**src/rtl/i2c_scl_pkg.sv**
```systemverilog
package i2c_scl_pkg;
  typedef enum logic [1:0] {
    ST_IDLE  = 2'd0,
    ST_LOW   = 2'd1,
    ST_HWAIT = 2'd2,
    ST_HCNT  = 2'd3
  } scl_state_e;
endpackage

```
**src/rtl/i2c_phase_gen.sv**
```systemverilog
module i2c_phase_gen #(
  parameter int PHASES = 4
) (
  input  logic clk_i,
  input  logic rst_ni,
  output logic tick_o
);
  localparam int PH_W = $clog2(PHASES);

  logic [PH_W-1:0] ph_q;

  always_ff @(posedge clk_i or negedge rst_ni) begin
    if (!rst_ni)                          ph_q <= '0;
    else if (ph_q == PH_W'(PHASES - 1))   ph_q <= '0;
    else                                  ph_q <= ph_q + PH_W'(1);
  end

  // decrement enable on odd phases
  assign tick_o = ph_q[0];
endmodule

```
**src/rtl/i2c_sync.sv**
```systemverilog
module i2c_sync #(
  parameter int STAGES = 2
) (
  input  logic clk_i,
  input  logic rst_ni,
  input  logic d_i,
  output logic q_o
);
  logic [STAGES-1:0] sr_q;

  always_ff @(posedge clk_i or negedge rst_ni) begin
    if (!rst_ni) sr_q <= '1;  // idle bus reads high
    else         sr_q <= {sr_q[STAGES-2:0], d_i};
  end

  assign q_o = sr_q[STAGES-1];
endmodule

```
**src/rtl/i2c_brg.sv**
```systemverilog
module i2c_brg #(
  parameter int W = 8
) (
  input  logic         clk_i,
  input  logic         rst_ni,
  input  logic         load_i,
  input  logic [W-1:0] reload_i,
  input  logic         run_i,
  input  logic         tick_i,
  output logic [W-1:0] cnt_o,
  output logic         zero_o
);
  logic [W-1:0] cnt_q;

  always_ff @(posedge clk_i or negedge rst_ni) begin
    if (!rst_ni)                                cnt_q <= '0;
    else if (load_i)                            cnt_q <= reload_i;
    else if (run_i && tick_i && cnt_q != '0)    cnt_q <= cnt_q - W'(1);
  end

  assign cnt_o  = cnt_q;
  assign zero_o = (cnt_q == '0);
endmodule

```
**src/rtl/i2c_scl_gen.sv**
```systemverilog
module i2c_scl_gen
  import i2c_scl_pkg::*;
#(
  parameter int RELOAD_W    = 8,
  parameter int DATA_W      = 8,
  parameter int SYNC_STAGES = 2,
  parameter int PHASES      = 4,
  parameter int XFER_BITS   = 9
) (
  input  logic                clk_i,
  input  logic                rst_ni,
  input  logic [RELOAD_W-1:0] reload_i,
  input  logic                scl_i,
  input  logic                start_req_i,
  input  logic                rstart_req_i,
  input  logic                stop_req_i,
  input  logic                tx_req_i,
  input  logic                rx_req_i,
  input  logic                buf_wr_i,
  input  logic [DATA_W-1:0]   buf_wdata_i,
  input  logic                wcol_clr_i,
  output logic                scl_oe_o,
  output logic                busy_o,
  output logic                wcol_o,
  output logic [DATA_W-1:0]   buf_o
);
  localparam int HALVES = 2 * XFER_BITS;
  localparam int LEFT_W = $clog2(HALVES);

  scl_state_e          st_q, st_d;
  logic [LEFT_W-1:0]   left_q, left_d;
  logic                endlow_q, endlow_d;
  logic                oe_q, oe_d;
  logic [RELOAD_W-1:0] cnt;
  logic                cnt_zero, load, run, tick, scl_s;
  logic                req_any, req_first_low, req_end_low;
  logic [LEFT_W-1:0]   req_left;
  logic                wcol_q;
  logic [DATA_W-1:0]   buf_q;

  i2c_phase_gen #(.PHASES(PHASES)) u_phase (
    .clk_i (clk_i),
    .rst_ni(rst_ni),
    .tick_o(tick)
  );

  i2c_sync #(.STAGES(SYNC_STAGES)) u_sync (
    .clk_i (clk_i),
    .rst_ni(rst_ni),
    .d_i   (scl_i),
    .q_o   (scl_s)
  );

  i2c_brg #(.W(RELOAD_W)) u_brg (
    .clk_i   (clk_i),
    .rst_ni  (rst_ni),
    .load_i  (load),
    .reload_i(reload_i),
    .run_i   (run),
    .tick_i  (tick),
    .cnt_o   (cnt),
    .zero_o  (cnt_zero)
  );

  // fixed priority request decode
  always_comb begin
    req_any       = start_req_i | rstart_req_i | stop_req_i | tx_req_i | rx_req_i;
    req_first_low = 1'b1;
    req_end_low   = 1'b1;
    req_left      = LEFT_W'(HALVES - 1);
    if (start_req_i) begin
      req_first_low = 1'b0;
      req_left      = '0;
    end else if (rstart_req_i) begin
      req_left      = LEFT_W'(1);
    end else if (stop_req_i) begin
      req_left      = LEFT_W'(1);
      req_end_low   = 1'b0;
    end
  end

  always_comb begin
    st_d     = st_q;
    left_d   = left_q;
    endlow_d = endlow_q;
    oe_d     = oe_q;
    load     = 1'b0;
    run      = 1'b0;
    unique case (st_q)
      ST_IDLE: begin
        if (req_any) begin
          left_d   = req_left;
          endlow_d = req_end_low;
          if (req_first_low) begin
            st_d = ST_LOW;
            oe_d = 1'b1;
            load = 1'b1;
          end else begin
            st_d = ST_HWAIT;
            oe_d = 1'b0;
          end
        end
      end
      ST_HWAIT: begin
        // frozen until the line is seen high
        if (scl_s) begin
          load = 1'b1;
          st_d = ST_HCNT;
        end
      end
      default: begin  // ST_LOW, ST_HCNT
        run = 1'b1;
        if (cnt_zero) begin
          if (left_q == '0) begin
            st_d = ST_IDLE;
            oe_d = endlow_q;
          end else begin
            left_d = left_q - LEFT_W'(1);
            if (st_q == ST_LOW) begin
              st_d = ST_HWAIT;
              oe_d = 1'b0;
            end else begin
              st_d = ST_LOW;
              oe_d = 1'b1;
              load = 1'b1;
            end
          end
        end
      end
    endcase
  end

  always_ff @(posedge clk_i or negedge rst_ni) begin
    if (!rst_ni) begin
      st_q     <= ST_IDLE;
      left_q   <= '0;
      endlow_q <= 1'b0;
      oe_q     <= 1'b0;
    end else begin
      st_q     <= st_d;
      left_q   <= left_d;
      endlow_q <= endlow_d;
      oe_q     <= oe_d;
    end
  end

  // buffer guard, collision set wins over clear
  always_ff @(posedge clk_i or negedge rst_ni) begin
    if (!rst_ni) begin
      buf_q  <= '0;
      wcol_q <= 1'b0;
    end else begin
      if (buf_wr_i && busy_o)  wcol_q <= 1'b1;
      else if (wcol_clr_i)     wcol_q <= 1'b0;
      if (buf_wr_i && !busy_o) buf_q  <= buf_wdata_i;
    end
  end

  assign busy_o   = (st_q != ST_IDLE);
  assign scl_oe_o = oe_q;
  assign wcol_o   = wcol_q;
  assign buf_o    = buf_q;
endmodule

```
**config.mk**
```make
export PLATFORM = sky130hd
export DESIGN_NAME = i2c_scl_gen
export DESIGN_NICKNAME = d
export VERILOG_FILES = /design/src/rtl/i2c_scl_pkg.sv /design/src/rtl/i2c_phase_gen.sv /design/src/rtl/i2c_sync.sv /design/src/rtl/i2c_brg.sv /design/src/rtl/i2c_scl_gen.sv
export SDC_FILE = /design/constraint.sdc
export NUM_CORES = 1
export LEC_CHECK = 0
export BUFFER_PORTS_ARGS = -buffer_cell sky130_fd_sc_hd__buf_2
export CAP_MARGIN = 25
export CORE_ASPECT_RATIO = 0.75
export CORE_UTILIZATION = 39
export DETAILED_ROUTE_END_ITERATION = 6
export SLEW_MARGIN = 20
export SYNTH_ARGS = -nofsm -noshare
export SYNTH_HDL_FRONTEND = slang
export SYNTH_SLANG_ARGS = --single-unit
```
**constraint.sdc**
```tcl
create_clock -name clk_i -period 2.1 [get_ports clk_i]
set_input_delay 0.21 -clock clk_i [delete_from_list [all_inputs] [get_ports clk_i]]
set_output_delay 0.21 -clock clk_i [all_outputs]
set_load 0.01 [all_outputs]
```
# [Word level (Yosys, flattened, before mapping)]
# Cells that the tools add are included.
[totals] mem_bits_rw=0 wordCells=76 latchBits=0 reg_bits=30 mem_bits_ro=0 input_bits=26 mem_count=0
[classes] shifts=0 muxes=34 n_bitwise=5 order_cmp=0 multipliers=0 eq_ne=6 div_mod_pow=0 n_reduce_logical=19 add_sub_neg=3
[ops] cell="2-to-1 mux 5 bit" count=6
[ops] cell="2-to-1 mux 8 bit" count=2
[ops] cell="2-to-1 mux 1 bit" count=15
[ops] cell="2-to-1 mux 2 bit" count=7
[ops] cell="one-hot mux 5 bit (2 select lines)" count=1
[ops] cell="logical NOT 8 bit" count=1
[ops] cell="nonzero test 2 bit" count=4
[ops] cell="nonzero test 8 bit" count=1
[ops] cell="subtractor 8 x 1 -> 8 bit (second input constant)" count=1
[ops] cell="AND reduction 3 bit" count=2
[ops] cell="logical NOT 5 bit" count=1
[ops] cell="subtractor 5 x 1 -> 5 bit (second input constant)" count=1
[ops] cell="== test 2 bit (second input constant)" count=2
[ops] cell="logical AND 1 bit" count=4
[ops] cell="inequality test 2 x 1 -> 1 bit (second input constant)" count=2
[ops] cell="OR 1 bit" count=4
[ops] cell="one-hot mux 1 bit (2 select lines)" count=2
[ops] cell="one-hot mux 2 bit (2 select lines)" count=1
[ops] cell="AND reduction 4 bit" count=1
[ops] cell="nonzero test 3 bit" count=1
[ops] cell="adder 2 x 1 -> 2 bit (second input constant)" count=1
[ops] cell="== test 2 x 1 -> 1 bit (second input constant)" count=1
[ops] cell="logical NOT 2 bit" count=1
[ops] cell="inequality test 2 bit (second input constant)" count=1
[ops] cell="4 further kinds" count=4

# [Depth between registers and ports, before layout]
# Gate-level depths: netlist of run 1.
[logic_depth] ltp_word=7 depth_mapped=8 ltp_nobuf=6

# [Hierarchy]
# Synthesis of run 1 repeated with hierarchy kept, for this count alone.
[unflattened] cells_unflattened=141 area_unflattened_um2=1500.2
[modules_own_cells] mod="i2c_scl_gen" seq_area_each_um2=450.4 area_each_um2=880.8 instances=1 cells_each=81
[modules_own_cells] mod="i2c_brg" seq_area_each_um2=200.2 area_each_um2=500.5 instances=1 cells_each=54
[modules_own_cells] mod="i2c_phase_gen" seq_area_each_um2=50.0 area_each_um2=66.3 instances=1 cells_each=4
[modules_own_cells] mod="i2c_sync" seq_area_each_um2=52.6 area_each_um2=52.6 instances=1 cells_each=2

# [Least setup slack after synthesis of run 1]
# Ideal clock, no wire load.
[synth_path] path_type="reg2reg" from="register left_q[0]" to="register u_brg.cnt_q[1] (netlist: u_brg.cnt_o[1])" synth_period_minus_slack_ns=2.060 path_buffers=2 setup_ns=0.125 slack_ns=0.040 path_stages_with_launch=9 t_arrival_ns=1.936 path_cell_list="dfrtp_1 -> inv_1 -> ha_1 -> or4b_1 -> clkbuf_1 -> nand4_2 -> and2_1 -> buf_2 -> mux2_2"
[synth_between] elab_chain_len=5
[synth_lines] item="start: declaration" line="i2c_scl_gen.sv:31" text="logic [LEFT_W-1:0] left_q, left_d;"
[synth_lines] item="start signal: assignment" line="i2c_scl_gen.sv:141" text="left_q <= left_d;"
[synth_lines] item="logical NOT 5 bit *" line="i2c_scl_gen.sv:114" text="if (left_q == '0) begin"
[synth_lines] item="2-to-1 mux 1 bit *" line="i2c_scl_gen.sv:114"
[synth_lines] item="2-to-1 mux 1 bit *" line="i2c_scl_gen.sv:113" text="if (cnt_zero) begin"
[synth_lines] item="one-hot mux 1 bit (2 select lines) *" line="i2c_scl_gen.sv:89" text="unique case (st_q)"
[synth_lines] item="2-to-1 mux 8 bit / nonzero test 2 bit (equally long branches)"
[synth_lines] item="end signal: assignment" line="i2c_brg.sv:17" text="else if (load_i) cnt_q <= reload_i;"
[synth_lines] item="end signal: assignment" line="i2c_brg.sv:18" text="else if (run_i && tick_i && cnt_q != '0) cnt_q <= cnt_q - W'(1);"
[synth_lines] item="end: declaration" line="i2c_brg.sv:13" text="logic [W-1:0] cnt_q;"
# Mark *: on every way between the ends. The rest lies on a longest branch, timed or not.
# A chain may end at the register's enable or synchronous reset.

# [Final worst setup path of run 1]
[layout_path] from="register u_brg.cnt_q[5] (netlist: u_brg.cnt_o[5])" to="register left_q[2]"
[layout_between] elab_chain_len=3
[layout_lines] item="logical NOT 8 bit" line="i2c_brg.sv:22" text="assign zero_o = (cnt_q == '0);"
[layout_lines] item="nonzero test 2 bit (no source line)"
[layout_lines] item="AND reduction 4 bit (no source line)"
# No other way between the ends.

==> results, run 1 <==
- The arrival time of the worst setup path is 2.24 ns.
- The tightest min-delay check is of the primary input to register type.
- The routed design could run at a clock period as short as 2.02 ns.
- The number of warnings reported in the yosys synthesis log is 0.
- In this run the remaining antenna-violating nets after routing total 0.
- The required time at the worst-slack endpoint is 2.32 ns.
- The relative max-transition margin is 55.6%.
- The row count is 19.
- The number of nets in the layout is 220.
- The tree is rooted in a clkbuf_8.
- The tool flagged a number of max-cap violations equal to 0.
- Walking the worst path, the cells encountered are nor4_4, nand4_1, buf_4, or4_1, nand2_1.
- For the final database, setup skew stands at 0.00664 ns.
- After clock tree synthesis, the clock-pin slew on the worst setup and hold paths is 0.07 ns.
- The launching element of the worst setup path is u_brg.cnt_o[5].
- The maximum number of pins on one net before global-route repair is 31.
- The sequential cell area is 753 sq um.
- Detailed placement ended at an HPWL of 2280 um.
- The net count after synthesis is 173.
- The die is 56.2 um tall.
- The die area is 4170 sq um.
- The die is 74.3 um wide.
- The flow ran to the end, and the final reports show no timing, DRC or antenna violations.
- The endpoint identified for the worst register-to-register timing path is left_q[2].
- The core region is 3710 sq um.
- The iteration-0 DRC count of the detailed router is 106.
- The iteration count of the initial detailed-routing pass is 6.
- The count of placed standard cells including taps is 232.
- The CTS tree is done.
- The number of pins with negative max-slew slack in the final report was 0.
- Counting the fill cells in the layout gives 350.
- The synthesized cell area is 1530 sq um.
- Static timing analysis puts the maximum clock frequency at 495 MHz.
- The transition time at the pin with the least slew margin is 0.666 ns.
- The critical path ends at left_q[2].
- The largest delay contributor family on the critical path is simple AND/OR/NAND/NOR gates.
- Counting every instance in the synthesized netlist gives 143.
- The multi-input gate area in the final layout is 722 sq um.
- Measured on the finished design, the core utilization comes to 53.3%.
- The total DRC errors in the routed layout is 0.
- The antenna diode count is 0.
- The overall routed net length is 3240 um.
- Averaged over all synthesized cells, the footprint is 10.7 sq um.
- For this configuration, the core starts out at a cell density of 41.2%.
- Adding up every negative setup slack in the final design gives 0 ns.
- The total power consumption of the routed design is 2050 uW.
- The launching point of the worst reg2reg path is u_brg.cnt_o[5].
- Buffers placed on the I/O ports in this run total 36.
- The maximum count of clock buffers along a single path is 2.
- The final non-filler cell total is 243.
- STA classifies the critical path endpoint as a register.
- The worst vdd rail ir drop is 502 uV.
- The H-tree depth reported by CTS is 2.
- For this run, the total global-route usage over all layers was measured as 17.2%.
- The slowest stage of the critical path is the nor4_4 cell.
- The number of antenna violations at the first check in global routing is 0.
- The critical path crosses 5 cells after its start point.
- The flip-flop cell with the highest count after synthesis is dfrtp_1.
- The register bit total from synthesis is 30.
- Setup violations remaining at the end of the flow were counted as 0.
- At the later pin of the worst-skew pair, clock insertion delay measures 0.28 ns.
- The register area share after synthesis is 49.3%.
- The worst reg-to-reg setup slack is 0.08 ns.
- The number of buffers and inverters on the critical path is 1.
- The overall overflow remaining after global route is 0.
- The worst-case reg-to-reg path depth is 5.
- The count of clock tree sinks is 30.
- The delay of the slowest cell on the worst path is 0.51 ns.
- In the final routed layout, each cell accounts on average for 13.3 um.
- Dividing the final minimum period by the clock period gives 96.2%.
- The I/O pin total is 37.
- The routed via count divided by cell count is 5.30.
- In this run, synthesis inferred 0 flip-flops with an integrated enable.
- The routed via count is 1289.
- The clock buffer count from CTS is 5.
- The count of different cell masters after synthesis is 36.
- The maximum fanout along the worst path is 8.
- The final RePlAce weighted congestion is 0.827.
- The first-pass GRT wire length is 5320 um.
- The via count of the first global-routing pass came to 1203.
- The hold violation count in the final report is 0.
- The type of the worst setup path is register to register.
- In this run the power density over the cells is 1040 nW/um^2.
- Of the cells placed in the final design, the portion with a size suffix greater than 1 is 38.2%.
- The async set-reset flop share out of synthesis is 100%.
- The reported leakage power is 0.000921 uW.
- Compared with the post-synthesis result, the final layout area differs by 29.5%.
- STA classifies the critical path startpoint as a register.
[routing by layer]
metal / vias to the layer above / GRT usage, % / share of wire, %
met4: 0 / 7.28 / 0.56
met1: 608 / 23.7 / 48
li1: 617 / - / -
met3: 4 / 5.43 / 6.7
met2: 60 / 24.8 / 44
met5: - / 0 / 0
[cells in the mapped netlist (3+ instances only)]
cell type,n,area share (%)
nor2_1,5,1.2
clkbuf_1,4,0.98
inv_1,10,2.5
nand2_1,9,2.2
or3_1,7,2.9
o211ai_1,3,1.5
mux2_2,11,8.1
or4_1,4,2.0
xnor2_1,3,1.7
a21oi_1,14,4.6
ha_1,4,3.3
dfrtp_1,28,46
and2_1,3,1.2
o21ai_0,6,2.0
a31oi_1,5,2.0
[kinds of logic after synthesis]
group | count (synthesis) | synth area share [%]
and+or+nand+nor | 40 | 16.8
AOI/OAI and AO/OA | 37 | 15.4
DFF | 30 | 49.3
buffers and inverters | 16 | 4.10
muxes | 13 | 9.42
adders and majority gates | 4 | 3.28
xor gates and xnor gates | 3 | 1.72
[registers in the layout (all words and copies together), names as in the netlist]
signal and flops:
u_phase.ph_q 2, wcol_o 1, u_sync.sr_q 2, endlow_q 1, scl_oe_o 1, st_q 2
u_brg.cnt_o 8, buf_o 8, left_q 5
[final cells by class]
cell class              count  share of cell area, %
flip-flops and latches     30                   38.1
multi-input cells          97                   36.5
repair buffers             46                   13.0
clock buffers               6                   4.17
well taps                  52                   3.29
clock inverters             2                   3.04
inverters                  10                   1.90
[per-stage QoR]
step,area [sq um],hold WS [ns],worst slack [ns]
3_3_place_gp,1800,0.276,0.176
2_1_floorplan,1530,-0.0856,0.0397
5_1_grt,1980,0.0138,-0.0348
6_report,1980,0.0273,0.0803
4_1_cts,1950,0.0203,0.0769
3_5_place_dp,1800,0.292,0.0966
[cell usage in the layout, fill, tap and decap left out, drive strengths merged, types with 2 or more instances in the layout]
cell type,count
buf,45
dfrtp,28
a21oi,14
mux2,11
inv,10
nand2,9
or3,7
o21ai,6
clkbuf,6
nor2,5
a31oi,5
or4,5
ha,4
and2,4
xnor2,3
o211ai,3
nand4,3
mux2i,2
nand3,2
o41ai,2
bufinv,2
dfstp,2
or4b,2
[worst register-to-register path, cell delays in order (launching register included)]
cell and delay, ns:
dfrtp_1 0.44, nor4_4 0.51, nand4_1 0.31, buf_4 0.23, or4_1 0.38, nand2_1 0.07
[worst min-delay path by stage]
stage          startpoint             end  cells after the start
6_report            scl_i  u_sync.sr_q[0]                      1
5_1_grt             scl_i  u_sync.sr_q[0]                      1
4_1_cts             scl_i  u_sync.sr_q[0]                      1
3_5_place_dp       rst_ni          wcol_o                      1
3_3_place_gp       rst_ni          wcol_o                      1
2_1_floorplan      rst_ni        buf_o[0]                      0
[where the power goes]
group          leakage [uW]  internal (uW)  total [uW]  switching [uW]
clock network     0.0000714            506         726             220
registers          0.000349            700         835             136
logic              0.000500            255         490             235
total              0.000921           1460        2050             591
[what timing repair did]
| item | 4_1_cts | 5_1_grt |
|---|---|---|
| endpoints found under the hold margin | 28 | 0 |
| setup buffers | 0 | 2 |
| hold buffers | 1 | 0 |
| endpoints found under the setup margin | 0 | 2 |
| resized for setup | 0 | 2 |
(Power assumes the default switching activity.)
==> run 2: changes to the inputs <==
==> constraint.sdc (replaced) <==
create_clock -name clk_i -period 1.8 [get_ports clk_i]
set_input_delay 0.18 -clock clk_i [delete_from_list [all_inputs] [get_ports clk_i]]
set_output_delay 0.18 -clock clk_i [all_outputs]
set_load 0.01 [all_outputs]
==> run 2 against run 1 <==
- the run now ends with setup timing left
- cell area up 14%
- fmax increased by 6.2%
- clock power shrank 22%
- first-iteration DRC count decreased by 38%
- total power up 22%
- critical endpoint is now u_brg.cnt_o[7]
==> results, run 2 (synthesized netlist as in run 1, its figures left out) <==
- In the layout the commonest cells are buf_2, dfrtp_1, buf_4.
- The fraction of power consumed by sequential logic is 38.1%.
- Before antenna repair, the detailed router went through 4 iterations.
- The slowest stage of the critical path is the or4_4 cell.
- The internal power of the cells totals 1680 uW.
- The routed via count divided by cell count is 5.14.
- Setup repair after global routing could not meet its margin everywhere.
- In the final routed layout, each cell accounts on average for 14.0 um.
- The maximum count of clock buffers along a single path is 2.
- The number of antenna violations at the first check in global routing is 0.
- The routed via count is 1378.
- The minimum clock period is 1.90 ns.
- In this run the core area contains 19 standard-cell rows.
- The overall routed net length is 3750 um.
- The die is 56.2 um tall.
- Once detail routing completed, the nets flagged for antenna violations numbered 0.
- The relative contribution of the clock network to total power is 22.7%.
- The iteration-0 DRC count of the detailed router is 66.
- The total power consumption of the routed design is 2500 uW.
- The met2 layer wire length in the routed design is 1780 um.
- CTS saw 30 sinks.
- Once the floorplan was initialized, standard cells occupied 41.2% of the core.
- Data arrives at the worst endpoint at 2.06 ns.
- The die is 74.3 um wide.
- After clock tree synthesis, the clock-pin slew on the worst setup and hold paths is 0.07 ns.
- The largest delay contributor family on the critical path is simple AND/OR/NAND/NOR gates.
- The H-tree generated during clock tree synthesis spans 2 levels.
- The startpoint identified for the worst register-to-register timing path is u_brg.cnt_o[0].
- The setup slack of the critical path after layout is -0.101 ns.
- The number of antenna diodes in the final layout is 0.
- The CTS tree is done.
- The path class of the tightest hold or removal check is primary input to register.
- The delay of the slowest cell on the worst path is 0.54 ns.
- The maximum number of pins on one net before global-route repair is 31.
- The signal on the critical path passes through buf_6, or3_4, or4_4, o41ai_1, a31oi_1.
- The final RePlAce weighted congestion is 0.871.
- The utilization after layout is 61.0%.
- Max-cap violations in this run came to 0.
- The total buffers and inverters traversed by the critical path is 1.
- Tracing the worst setup path back leads to its startpoint at u_brg.cnt_o[0].
- The reported leakage power is 0.00105 uW.
- The part of the cycle the worst path needs is 106%.
- The total DRC errors in the routed layout is 0.
- Power spread over the standard cell area amounts to 1110 nW/um^2.
- STA puts the critical path data required time at 1.96 ns.
- The area growth from synthesis to layout is 48.1%.
- The transition time at the pin with the least slew margin is 0.648 ns.
- The number of clock buffers added by TritonCTS is 5.
- The nature of the critical path endpoint is a register.
- The final reports fail on setup timing.
- The first global-routing pass estimated 6240 um of wire.
- The die covers 4170 sq um.
- The cell at the root of the clock tree is clkbuf_8.
- In the final routing, the length of wire on met1 measures 1770 um.
- The port buffer count is 36.
- The fraction of layout instances using a drive strength above 1 is 54.6%.
- The number of pins with negative max-slew slack in the final report is 0.
- The total of fill cells in the finished design is 322.
- The worst vdd rail ir drop is 712 uV.
- The switching portion of total power is 33.0%.
- The critical path is of the register to register type.
- The number of nets in the layout is 245.
- The library cell used most frequently in the layout, excluding fill and tap cells, is buf_2.
- The net switching component of the power is 825 uW.
- After global routing the overflow that remains totals 0.
- The clock reaches the later pin of the worst-skew pair after 0.28 ns.
- The total area inside the core boundary comes to 3710 sq um.
- Setup violations remaining at the end of the flow were counted as 11.
- In the global route stage, overall resource usage came out at 20.0%.
- The relative max-transition margin is 56.8%.
- The flow ran to the end, but the final reports show violations.
- Wire segments on met3 add up to 151 um in the final route.
- The top metal layer carrying routed signals is met4.
- The hold violation count in the final report is 0.
- In this run the most critical hold path is launched from stop_req_i.
- The I/O pin total is 37.
- The maximum fanout along the worst path is 4.
- The startpoint kind of the worst setup timing path is a register.
- The proportion of power drawn by combinational gates is 39.3%.
- The via count of the first global-routing pass is 1383.
- The post-route clock skew is 0.00533 ns.
- Static timing analysis puts the maximum clock frequency at 526 MHz.
- The half-perimeter wire length of the detailed placement result is 2550 um.
run 2: cell count changes in the layout (fill, tap and decap cells not counted), sizes merged:
| cell | change |
|---|---|
| buf | +24 |
| bufinv | -2 |
| clkinv | +1 |
| clkinvlp | +1 |
| dlygate4sd3 | +1 |
run 2: through the flow:
| step | worst slack (ns) | std cells | instance area (sq um) | TNS (ns) | hold slack [ns] |
|---|---|---|---|---|---|
| 5_1_grt | -0.207 | 268 | 2260 | -1.58 | 0.109 |
| 3_3_place_gp | -0.116 | 250 | 1950 | -0.676 | 0.244 |
| 2_1_floorplan | -0.171 | 143 | 1560 | -0.362 | -0.116 |
| 3_5_place_dp | -0.157 | 250 | 1950 | -1.33 | 0.256 |
| 4_1_cts | -0.0883 | 266 | 2150 | -0.305 | 0.110 |
| 6_report | -0.101 | 268 | 2260 | -0.597 | 0.120 |
run 2: final cells by class:
cell class	instances	area (sq um)	area share, %
clock inverter	2	12.5	0.553
sequential	30	753	33.3
clock buffer	6	82.6	3.65
multi-input combinational	97	836	36.9
tap	52	65.1	2.88
timing repair buffer	71	475	21.0
inverter	10	37.5	1.66
run 2: power by group through the flow:
stage	Combinational, uW	Clock [uW]	Sequential, uW
final	982	567	952
after global routing	1080	609	963
after CTS	836	583	939
after detailed placement	761	0	936
after global placement	734	0	932
after floorplan	417	0	959
run 2: worst reg2reg max path, stage by stage, from the launching register on:
cell     delay, ns
dfrtp_1       0.39
buf_6         0.12
or3_4         0.32
or4_4         0.54
o41ai_1       0.28
a31oi_1       0.12
run 2: path summary, 6_finish.rpt:
check	endpoint	slack [ns]	depth (start not counted)
min in group asynchronous	buf_o[5]	0.46	2
max	u_brg.cnt_o[7]	-0.10	5
max in group asynchronous	u_brg.cnt_o[1]	0.91	2
min reg2reg	u_sync.sr_q[1]	0.36	0
min	endlow_q	0.12	2
max reg2reg	u_brg.cnt_o[7]	-0.10	5
run 2: timing repair:
action                                  4_1_cts  5_1_grt
pin swaps                                    10        7
endpoints found under the setup margin       15       15
buffers inserted                              6        3
hold buffers                                  2        0
hold endpoints to repair                     29        0
gates resized for setup                      11       22
cloned                                        0        0
run 2: metal layers:
| layer | track usage (%) | vias up |
|---|---|---|
| met5 | 0 | - |
| met4 | 7.28 | 0 |
| met3 | 5.07 | 7 |
| met2 | 31.3 | 31 |
| met1 | 26.6 | 672 |
| li1 | - | 668 |
==> run 3: changes to the inputs <==
--- a/config.mk
+++ b/config.mk
@@ -8,9 +8,10 @@
 export BUFFER_PORTS_ARGS = -buffer_cell sky130_fd_sc_hd__buf_2
 export CAP_MARGIN = 25
 export CORE_ASPECT_RATIO = 0.75
-export CORE_UTILIZATION = 39
+export CORE_UTILIZATION = 47
 export DETAILED_ROUTE_END_ITERATION = 6
-export SLEW_MARGIN = 20
+export PLACE_DENSITY = 0.74
+export SLEW_MARGIN = 10
 export SYNTH_ARGS = -nofsm -noshare
 export SYNTH_HDL_FRONTEND = slang
 export SYNTH_SLANG_ARGS = --single-unit
==> run 3 against run 2 <==
- the run still ends with setup timing left
- total power increased by 9.7%
- die area decreased by 17%
- sequential share of layout area increased by 1.0 points
- flip-flop and latch count unchanged
- clock skew increased by 0.0058 ns
- clock-buffer cell count unchanged
- combinational power decreased by 6.6%
- fmax increased by 2.6%
- cell area decreased by 2.8%
- sequential power increased by 2.2%
- wire length decreased by 3.4%
==> results, run 3 (synthesized netlist as in run 1, its figures left out) <==
- The worst vdd rail ir drop is 667 uV.
- The analysis attributes to cell leakage a power of 0.00102 uW.
- The most common cell after layout, fill and taps aside is buf_2.
- The class of the tightest hold or removal check is primary input to register.
- The maximum fanout along the worst path is 6.
- The nature of the critical path endpoint is a register.
- The relative max-transition margin is 57.1%.
- The total global-route track usage is 23.4%.
- For this run, the share of the core covered by cells in the final layout is 72.8%.
- The antenna diode count is 0.
- The count of clock tree sinks is 30.
- The area growth from synthesis to layout is 44.0%.
- The clock network latency to the later pin of the worst-skew pair is 0.29 ns.
- Together, buffers and inverters on the worst path number 2.
- Counting I/O delays and the setup requirement, the final critical path takes 1.85 ns.
- The transition time at the pin with the least slew margin is 0.643 ns.
- The I/O pin total is 37.
- Summed over all failing endpoints, the final setup total negative slack is -0.117 ns.
- The CTS tree is done.
- The first detailed-routing pass took 4 iterations.
- The number of antenna violations at the first check in global routing is 0.
- The first-pass GRT wire length is 5680 um.
- The worst-path cell with the longest stage delay is or4_4.
- Data on the critical path arrives at its endpoint at 2.07 ns.
- The type of the worst setup path is register to register.
- The initialized floorplan defines 17 standard-cell rows.
- The H-tree generated during clock tree synthesis spans 2 levels.
- The detailed-routed wire length on met3 is 168 um.
- The detailed router placed 1325 vias in this run.
- The total DRC errors in the routed layout is 0.
- The run finished, with violations left.
- Port buffering added 36 buffers.
- The routed via count divided by cell count is 5.41.
- The die area is 3480 sq um.
- The post-route netlist has 50.7% of its cells at a drive strength greater than 1.
- The part of the cycle the worst path needs is 103%.
- The die height is 51.4 um.
- Setup repair after global routing could not meet its margin everywhere.
- The worst setup path is launched from a register.
- The placeable core area is 3020 sq um.
- The peak clock frequency supported by timing is 540 MHz.
- The number of pins with negative max-slew slack in the final report is 0.
- The delay of the slowest cell on the worst path is 0.48 ns.
- The checks that failed: setup timing.
- The top cell types in the final layout, fill and taps aside, are buf_2, dfrtp_1, buf_4.
- Routed signal wires occupy layers up through met4.
- In this run the deepest clock path goes through 2 buffers.
- The tool flagged a number of max-cap violations equal to 0.
- At the end of routability-driven placement, the weighted congestion stood at 0.855.
- Power spread over the standard cell area amounts to 1250 nW/um^2.
- For the worst setup path, the data required time is 2.02 ns.
- The met1 layer wirelength in the final routing is 1660 um.
- The via count of the first global-routing pass is 1265.
- The cell at the root of the clock tree is clkbuf_8.
- The initial utilization of the core area, before any placement, comes to 50.6%.
- After detailed routing, the met2 layer carries 1680 um of wire.
- Once detail routing completed, the nets flagged for antenna violations numbered 0.
- Walking the worst path, the cells encountered are inv_2, ha_4, nor3b_4, nand4_1, buf_6, or4_4, nand2_2.
- For the final database, setup skew stands at 0.0111 ns.
- Clock-pin slew was measured on the worst setup and hold paths at 0.07 ns.
- The detailed-route wire length per cell is 14.8 um.
- The overall overflow remaining after global route is 0.
- The largest delay contributor family on the critical path is simple AND/OR/NAND/NOR gates.
- The number of nets in the layout is 236.
- The die is 67.8 um wide.
- The clock buffer count from CTS is 5.
- The half-perimeter wire length of the detailed placement result is 2470 um.
- The detailed router finished its first iteration with 69 violations.
- The hold violation count in the final report came to 0.
- Setup violations remaining at the end of the flow were counted as 3.
- Entering global routing, the biggest net connects 31 pins.
- The setup slack of the critical path after layout is -0.0531 ns.
- The overall routed net length is 3620 um.
==> run 3: cell count changes in the layout (fill, tap and decap cells not counted), sizes merged <==
cell,before,now
clkinv,1,0
clkinvlp,1,0
buf,69,60
bufinv,0,2
==> run 3: cell type report <==
| cell class | instances | area, sq um |
|---|---|---|
| multi-input combinational | 97 | 830 |
| tap | 38 | 47.5 |
| inverter | 10 | 37.5 |
| timing repair buffer | 62 | 388 |
| sequential | 30 | 754 |
| clock inverter | 2 | 60.1 |
| fill | 214 | 821 |
| clock buffer | 6 | 82.6 |
==> run 3: what timing repair did <==
action / CTS / global route
resized for setup: 11 / 16
hold buffers: 2 / 0
pin swaps: 8 / 4
endpoints found under the setup margin: 16 / 17
cloned: 0 / 0
setup buffers: 4 / 2
hold endpoints to repair: 29 / 0
==> run 3: path summary, 6_finish.rpt <==
| path | startpoint | end | slack (ns) | cells past startpoint |
|---|---|---|---|---|
| worst max-delay path | u_brg.cnt_o[0] | left_q[3] | -0.05 | 7 |
| worst min-delay path | buf_wdata_i[7] | buf_o[7] | 0.12 | 2 |
| worst max register to register | u_brg.cnt_o[0] | left_q[3] | -0.05 | 7 |
| worst min register to register | u_sync.sr_q[0] | u_sync.sr_q[1] | 0.36 | 0 |
| max in group asynchronous | rst_ni | st_q[0] | 0.91 | 2 |
| min in group asynchronous | rst_ni | u_brg.cnt_o[5] | 0.45 | 2 |
==> run 3: worst reg2reg max path, cell delays in order (launching register included) <==
cell and delay [ns]:
dfrtp_1 0.40, inv_2 0.09, ha_4 0.12, nor3b_4 0.25
nand4_1 0.20, buf_6 0.18, or4_4 0.48, nand2_2 0.07
==> run 3: through the flow <==
stage | total power [uW] | std cells | area, sq um | hold WS [ns] | setup slack (ns)
3_3_place_gp | 1610 | 229 | 1880 | 0.238 | -0.0969
2_1_floorplan | 1380 | 143 | 1560 | -0.116 | -0.171
4_1_cts | 2620 | 243 | 2110 | 0.115 | -0.0186
3_5_place_dp | 1650 | 229 | 1880 | 0.247 | -0.124
6_report | 2740 | 245 | 2200 | 0.124 | -0.0531
5_1_grt | 2870 | 245 | 2200 | 0.114 | -0.114
==> run 3: routing by layer <==
layer	global-route usage, %	up-vias
met5	0	-
met4	14.2	0
met3	8.71	9
met2	34.5	36
met1	28.8	628
li1	-	652
==> run 3: power breakdown <==
part / switching, uW / internal (uW)
sequential: 160 / 814
combinational: 405 / 512
clock: 263 / 590
